**config.mk**
```make
export PLATFORM = sky130hd
export DESIGN_NAME = gpio_edge_ctrl
export DESIGN_NICKNAME = d
export VERILOG_FILES = /design/src/rtl/gpio_ctl_pkg.sv /design/src/rtl/gpio_in_sync.sv /design/src/rtl/gpio_cfg_regs.sv /design/src/rtl/gpio_pend.sv /design/src/rtl/gpio_edge_ctrl.sv
export SDC_FILE = /design/constraint.sdc
export NUM_CORES = 1
export LEC_CHECK = 0
export BUFFER_PORTS_ARGS = -buffer_cell sky130_fd_sc_hd__clkbuf_2
export CORE_ASPECT_RATIO = 0.6
export CORE_MARGIN = 2
export CORE_UTILIZATION = 45
export CTS_BUF_LIST = sky130_fd_sc_hd__clkbuf_16
export DETAILED_ROUTE_END_ITERATION = 8
export PLACE_DENSITY_LB_ADDON = 0.05
export SLEW_MARGIN = 25
export SYNTH_ARGS = -nofsm -noshare
export SYNTH_HDL_FRONTEND = slang
export SYNTH_SLANG_ARGS = --single-unit
export TNS_END_PERCENT = 5
```
**constraint.sdc**
```tcl
create_clock -name clk -period 3.7 [get_ports clk]
set_clock_uncertainty 0.1 [all_clocks]
set_input_delay 0.37 -clock clk [delete_from_list [all_inputs] [get_ports clk]]
set_output_delay 0.37 -clock clk [all_outputs]
set_load 0.02 [all_outputs]
```
**src/rtl/gpio_ctl_pkg.sv**
```systemverilog
// Package: shared address map, bus widths and function codes for the
// edge-interrupt GPIO controller. Assumes byte offsets on an 8-bit address.
package gpio_ctl_pkg;
    localparam int ADDR_W = 8;
    localparam int DATA_W = 32;

    localparam logic [ADDR_W-1:0] OFS_DATA   = 8'h00;
    localparam logic [ADDR_W-1:0] OFS_DSET   = 8'h04;
    localparam logic [ADDR_W-1:0] OFS_DCLR   = 8'h08;
    localparam logic [ADDR_W-1:0] OFS_DIR    = 8'h10;
    localparam logic [ADDR_W-1:0] OFS_DIRSET = 8'h14;
    localparam logic [ADDR_W-1:0] OFS_DIRCLR = 8'h18;
    localparam logic [ADDR_W-1:0] OFS_ALTA   = 8'h20;
    localparam logic [ADDR_W-1:0] OFS_ALTB   = 8'h24;
    localparam logic [ADDR_W-1:0] OFS_RISE   = 8'h40;
    localparam logic [ADDR_W-1:0] OFS_FALL   = 8'h44;
    localparam logic [ADDR_W-1:0] OFS_PEND   = 8'h48;
    localparam logic [ADDR_W-1:0] OFS_ACK    = 8'h4C;

    // Function code per pin: {select B, select A}
    typedef enum logic [1:0] {
        FN_GPIO = 2'b00,
        FN_A    = 2'b01,
        FN_B    = 2'b10,
        FN_C    = 2'b11
    } pin_fn_e;
endpackage

```
**src/rtl/gpio_in_sync.sv**
```systemverilog
// Module: gpio_in_sync
// Passes each pin through a two-flop synchronizer and keeps the previous
// synchronized value so that single-cycle rise and fall pulses can be made.
// Assumes pins are asynchronous to clk; the pulses are clk-synchronous.
module gpio_in_sync #(
    parameter int N_PINS = 32
) (
    input  logic              clk,
    input  logic              rst_n,
    input  logic [N_PINS-1:0] pin_in,
    output logic [N_PINS-1:0] level,
    output logic [N_PINS-1:0] rise,
    output logic [N_PINS-1:0] fall
);
    logic [N_PINS-1:0] meta_q;
    logic [N_PINS-1:0] sync_q;
    logic [N_PINS-1:0] prev_q;

    // Synchronizer chain plus one-cycle history register
    always_ff @(posedge clk) begin
        if (!rst_n) begin
            meta_q <= '0;
            sync_q <= '0;
            prev_q <= '0;
        end else begin
            meta_q <= pin_in;
            sync_q <= meta_q;
            prev_q <= sync_q;
        end
    end

    // Edge pulses from current versus previous synchronized level
    always_comb begin
        level = sync_q;
        rise  = sync_q & ~prev_q;
        fall  = ~sync_q & prev_q;
    end
endmodule

```
**src/rtl/gpio_cfg_regs.sv**
```systemverilog
// Module: gpio_cfg_regs
// Holds the writable configuration: driven value, direction, two select
// planes and both edge enables. Data and direction change only through
// write-one set/clear offsets. Also decodes the acknowledge write into a
// per-pin clear mask for the pending logic. Assumes one access per cycle.
module gpio_cfg_regs
    import gpio_ctl_pkg::*;
#(
    parameter int N_PINS = 32
) (
    input  logic              clk,
    input  logic              rst_n,
    input  logic              wr_en,
    input  logic [ADDR_W-1:0] addr,
    input  logic [N_PINS-1:0] wdata,
    output logic [N_PINS-1:0] out_q,
    output logic [N_PINS-1:0] dir_q,
    output logic [N_PINS-1:0] alt_a_q,
    output logic [N_PINS-1:0] alt_b_q,
    output logic [N_PINS-1:0] rise_en_q,
    output logic [N_PINS-1:0] fall_en_q,
    output logic [N_PINS-1:0] ack_mask
);
    // Driven value: atomic set and clear
    always_ff @(posedge clk) begin
        if (!rst_n)
            out_q <= '0;
        else if (wr_en && addr == OFS_DSET)
            out_q <= out_q | wdata;
        else if (wr_en && addr == OFS_DCLR)
            out_q <= out_q & ~wdata;
    end

    // Direction: atomic set (output) and clear (input)
    always_ff @(posedge clk) begin
        if (!rst_n)
            dir_q <= '0;
        else if (wr_en && addr == OFS_DIRSET)
            dir_q <= dir_q | wdata;
        else if (wr_en && addr == OFS_DIRCLR)
            dir_q <= dir_q & ~wdata;
    end

    // Function select planes, plain read/write
    always_ff @(posedge clk) begin
        if (!rst_n) begin
            alt_a_q <= '0;
            alt_b_q <= '0;
        end else if (wr_en && addr == OFS_ALTA) begin
            alt_a_q <= wdata;
        end else if (wr_en && addr == OFS_ALTB) begin
            alt_b_q <= wdata;
        end
    end

    // Edge enables, plain read/write
    always_ff @(posedge clk) begin
        if (!rst_n) begin
            rise_en_q <= '0;
            fall_en_q <= '0;
        end else if (wr_en && addr == OFS_RISE) begin
            rise_en_q <= wdata;
        end else if (wr_en && addr == OFS_FALL) begin
            fall_en_q <= wdata;
        end
    end

    // Acknowledge write decoded to a one-cycle clear mask
    always_comb begin
        ack_mask = (wr_en && addr == OFS_ACK) ? wdata : '0;
    end


    rst_clear_chk: assert property (@(posedge clk)
        !rst_n |=> (out_q == '0 && dir_q == '0 && alt_a_q == '0 &&
                    alt_b_q == '0 && rise_en_q == '0 && fall_en_q == '0));


    data_set_chk: assert property (@(posedge clk) disable iff (!rst_n)
        (wr_en && addr == OFS_DSET) |=> ((out_q & $past(wdata)) == $past(wdata)));


    dir_clr_chk: assert property (@(posedge clk) disable iff (!rst_n)
        (wr_en && addr == OFS_DIRCLR) |=> ((dir_q & $past(wdata)) == '0));
endmodule

```
**src/rtl/gpio_pend.sv**
```systemverilog
// Module: gpio_pend
// Sticky per-pin pending register fed by enabled edge pulses and cleared
// by a write-one mask. When an edge and a clear meet on one bit in one
// cycle, the edge wins. Drives the aggregated interrupt.
module gpio_pend #(
    parameter int N_PINS = 32
) (
    input  logic              clk,
    input  logic              rst_n,
    input  logic [N_PINS-1:0] rise,
    input  logic [N_PINS-1:0] fall,
    input  logic [N_PINS-1:0] rise_en,
    input  logic [N_PINS-1:0] fall_en,
    input  logic [N_PINS-1:0] ack_mask,
    output logic [N_PINS-1:0] pending,
    output logic              irq
);
    logic [N_PINS-1:0] hit;

    // Qualify edge pulses with their enables
    always_comb begin
        hit = (rise & rise_en) | (fall & fall_en);
    end

    // Pending bits: clear first, then set so a new edge wins
    always_ff @(posedge clk) begin
        if (!rst_n)
            pending <= '0;
        else
            pending <= (pending & ~ack_mask) | hit;
    end

    // Aggregated interrupt from any pending bit
    always_comb begin
        irq = |pending;
    end


    set_only_by_edge_chk: assert property (@(posedge clk) disable iff (!rst_n)
        1'b1 |=> ((pending & ~$past(pending) & ~$past(hit)) == '0));


    ack_clears_chk: assert property (@(posedge clk) disable iff (!rst_n)
        (ack_mask != '0) |=> ((pending & $past(ack_mask & ~hit)) == '0));


    edge_wins_chk: assert property (@(posedge clk) disable iff (!rst_n)
        (hit != '0) |=> ((pending & $past(hit)) == $past(hit)));


    irq_cause_chk: assert property (@(posedge clk) disable iff (!rst_n)
        $rose(irq) |-> ($past(hit) != '0));
endmodule

```
**src/rtl/gpio_edge_ctrl.sv**
```systemverilog
// Module: gpio_edge_ctrl (top)
// Register-mapped controller for a bank of pins with per-pin direction,
// driven value, function select and edge interrupts. Reads are
// combinational on addr; writes take effect at the clock edge with wr_en.
module gpio_edge_ctrl
    import gpio_ctl_pkg::*;
(
    input  logic                clk,
    input  logic                rst_n,
    input  logic                wr_en,
    input  logic [ADDR_W-1:0]   addr,
    input  logic [DATA_W-1:0]   wdata,
    output logic [DATA_W-1:0]   rdata,
    input  logic [DATA_W-1:0]   pin_in,
    output logic [DATA_W-1:0]   pin_out,
    output logic [DATA_W-1:0]   pin_oe,
    output logic [2*DATA_W-1:0] pin_func,
    output logic                irq
);
    localparam int N_PINS = DATA_W;

    logic [N_PINS-1:0] level, rise, fall;
    logic [N_PINS-1:0] out_q, dir_q, alt_a_q, alt_b_q;
    logic [N_PINS-1:0] rise_en_q, fall_en_q, ack_mask, pending;
    logic [N_PINS-1:0] data_view;

    gpio_in_sync #(.N_PINS(N_PINS)) u_sync (
        .clk    (clk),
        .rst_n  (rst_n),
        .pin_in (pin_in),
        .level  (level),
        .rise   (rise),
        .fall   (fall)
    );

    gpio_cfg_regs #(.N_PINS(N_PINS)) u_regs (
        .clk       (clk),
        .rst_n     (rst_n),
        .wr_en     (wr_en),
        .addr      (addr),
        .wdata     (wdata),
        .out_q     (out_q),
        .dir_q     (dir_q),
        .alt_a_q   (alt_a_q),
        .alt_b_q   (alt_b_q),
        .rise_en_q (rise_en_q),
        .fall_en_q (fall_en_q),
        .ack_mask  (ack_mask)
    );

    gpio_pend #(.N_PINS(N_PINS)) u_pend (
        .clk      (clk),
        .rst_n    (rst_n),
        .rise     (rise),
        .fall     (fall),
        .rise_en  (rise_en_q),
        .fall_en  (fall_en_q),
        .ack_mask (ack_mask),
        .pending  (pending),
        .irq      (irq)
    );

    // Per-pin function code {B, A}
    for (genvar i = 0; i < N_PINS; i++) begin : g_fn
        assign pin_func[2*i +: 2] = {alt_b_q[i], alt_a_q[i]};
    end

    // Pin-facing outputs
    always_comb begin
        pin_out   = out_q;
        pin_oe    = dir_q;
        data_view = (dir_q & out_q) | (~dir_q & level);
    end

    // Combinational read mux; unmapped offsets read zero
    always_comb begin
        case (addr)
            OFS_DATA: rdata = data_view;
            OFS_DIR:  rdata = dir_q;
            OFS_ALTA: rdata = alt_a_q;
            OFS_ALTB: rdata = alt_b_q;
            OFS_RISE: rdata = rise_en_q;
            OFS_FALL: rdata = fall_en_q;
            OFS_PEND: rdata = pending;
            default:  rdata = '0;
        endcase
    end


    fn_c_chk: assert property (@(posedge clk) disable iff (!rst_n)
        (wr_en && addr == OFS_ALTA && wdata[0] && alt_b_q[0]) |=>
            (pin_func[1:0] == 2'b11));
endmodule

```
==> reports/results.txt <==
CTS tree: built
Mapped Area: 13,700 µm²
Fin crit share: 81.1%
Hold WC Path Type: primary input to flop
Initial antenna violation count: 2
Pin count of the biggest net entering global routing: 138
Routed Antenna Nets: 0
CTS Buffer Depth: 3
Detailed router's first-iteration violation count: 1,015
Max_cap viols: 0
Status: completed
Most common cell on crit path: clkbuf_2
Num ports: 236
Final WL: 45,500 µm
DR vias: 11,900
Post-CTS Setup Bufs: 0
Total grt overflow: 0
Die area: 31,900 µm²
Avg Cell Area, Syn: 8.91 µm²
Post_cts resized: 0
Cell count after synthesis: 1,537
Post-synth top flop: dfxtp_1
Yosys cell types: 45
Initial Utilization: 45.8%
Vias per cell: 5.53
PwrDens: 414 nW/µm²
Die H: 139 µm
Clk sink count: 320
Post-route cell area: 16,400 µm²
Asr flop ratio synth: 0%
Critical Path Source Type: primary input
Detail Placement HPWL: 29,700 µm
Final Max Slew Viols: 0
Clock Latency Late Sink: 0.57 ns
Worst Path Max Fanout: 14
Post-synth top area share: 46.8%
Fmax: 0.333 GHz
CP Data Arrival Time: 2.53 ns
Clock slew at reported path FFs: 0.07 ns
Chip width: 229 µm
WL per Instance: 21.1 µm
IO Port Bufs: 235
Syn nets: 1,612
Sequential area share after synthesis: 46.8%
Total GRT Usage: 28.0%
Largest cells by area after synthesis: dfxtp_1 (47%), nand2_1 (7.5%), mux2i_1 (6.9%), a21boi_0 (5.3%), a32o_1 (4.7%)
P&R area growth vs syn: 19.5%
Worst-path cell chain: clkbuf_2, or3_1, buf_4, o32a_1, o221ai_1, clkbuf_2
Peak VDD IR: 393 µV
RSZ-0062 raised after global routing: no
Final TNS setup: 0 ns
Vias in the first global route: 11,400
Actual slew at the worst max-slew pin: 1.02 ns
Yosys warning total: 0
Post-layout net count: 1,807
CP Capture Type: primary output
Critical-path top delay cell: or3_1
Worst slew margin: 31.8%
Synth Register Bits: 320
Worst Path Required: 3.23 ns
R2r setup slk: 2.74 ns
Leakage Power: 6.74 nW
Row count: 49
Top-count cell post-synth: dfxtp_1
CTS buffer count: 30
Fillcell total: 2,842
Final hold viol count: 0
DRT Pass-1 Iters: 6
Yosys top cell by area: dfxtp_1
Clk root buf: clkbuf_16
List of most frequent post-synthesis cells: dfxtp_1 (320), nand2_1 (272), a21boi_0 (96), and2_1 (96), mux2i_1 (94)
First-pass GRT wire length: 69,400 µm
Post-synth EDFFs: 0
Share of cells above drive strength 1: 19.6%
H-tree lvl count: 1
DRC: 0
Dpl cell area: 15,200 µm²
GPL Wtd Cong: 0.825
CP peak stage delay: 0.82 ns
Core region area: 29,900 µm²
Fin crit period: 3.00 ns
# setup viols final: 0
Crit path kind: primary input to primary output
## logic make-up (layout without fill, tap and decap cells)
| family | Yosys count | count (layout) | share of synthesized area [%] |
|---|---|---|---|
| and+or+nand+nor | 538 | 538 | 19.6 |
| AOI/OAI and AO/OA | 378 | 378 | 20.1 |
| DFF | 320 | 320 | 46.8 |
| buffers and inverters | 206 | 420 | 6.59 |
| muxes | 94 | 94 | 6.87 |
| xor gates and xnor gates | 1 | 1 | 0.0640 |
| other | 0 | 2 | 0 |
## through the flow
step / std cells / total power, mW / setup WS (ns) / utilization (%) / hold WS [ns]
after global placement: 2076 / 3.92 / 0.776 / 50.6 / 0.315
after global routing: 2161 / 6.99 / 0.657 / 54.7 / 0.0623
after detailed placement: 2076 / 3.92 / 0.725 / 50.6 / 0.319
final: 2161 / 6.78 / 0.699 / 54.7 / 0.0534
after floorplan: 1537 / 3.79 / 1.33 / - / 0.306
after CTS: 2159 / 6.83 / 0.739 / 54.7 / 0.0341
## where the power goes
part	switching [mW]	internal [mW]	leakage (nW)	total [mW]
combinational	0.223	0.137	3.67	0.360
sequential	0.0267	3.49	2.59	3.52
clock	1.33	1.57	0.470	2.90
## worst max-delay path: cells and delay by family
kind,cells,cell delay [ns]
AO/OA/AOI/OAI,2,0.59
buffers and inverters,3,0.74
AND/OR/NAND/NOR,1,0.82
## per-layer routing
layer	wire, µm	track usage [%]	share of wire, %	vias up
met3	3330	4.98	7.3	69
met5	0	0	0	-
met4	1000	6.66	2.2	0
li1	-	-	-	5696
met1	21800	41.7	48	5752
met2	19400	41.8	43	423
## layout make-up
| type | instances | area (µm²) | share of cell area, % |
|---|---|---|---|
| tap | 408 | 510 | 3.12 |
| antenna | 2 | 5.00 | 0.0306 |
| multi-input combinational | 1011 | 6450 | 39.4 |
| clock buffer | 31 | 776 | 4.74 |
| inverter | 65 | 244 | 1.49 |
| clock inverter | 20 | 113 | 0.688 |
| sequential | 320 | 6410 | 39.1 |
| timing repair buffer | 304 | 1860 | 11.3 |
## cell usage in the layout (no fill, tap or decap), drive strengths merged, types with 7 or more instances in the layout
cell	count
mux2i	94
a22oi	41
dfxtp	320
nor3b	8
dlygate4sd3	32
a31oi	32
o21ai	69
o221ai	16
a21boi	96
clkbuf	265
nand2b	14
o32a	8
a21oi	23
or3b	9
nor2b	68
a32o	64
and2	96
a22o	7
buf	38
inv	70
clkinv	14
nor2	36
nand2	272
nor4	11
o22ai	15
## worst paths after layout
path / end / start / cells after the start
worst min-delay path: flop / wdata[9] / 2
worst max-delay path: rdata[6] / addr[7] / 6
worst min register to register: u_sync.level[22] / u_sync.meta_q[22] / 1
worst max register to register: u_pend.pending[8] / u_sync.level[8] / 3
## timing repair
| item | in CTS | in global routing |
|---|---|---|
| setup endpoints to repair | 0 | 0 |
| hold buffers | 32 | 0 |
| hold endpoints to repair | 32 | 0 |
No activity file was read; power rests on OpenSTA's default activity.
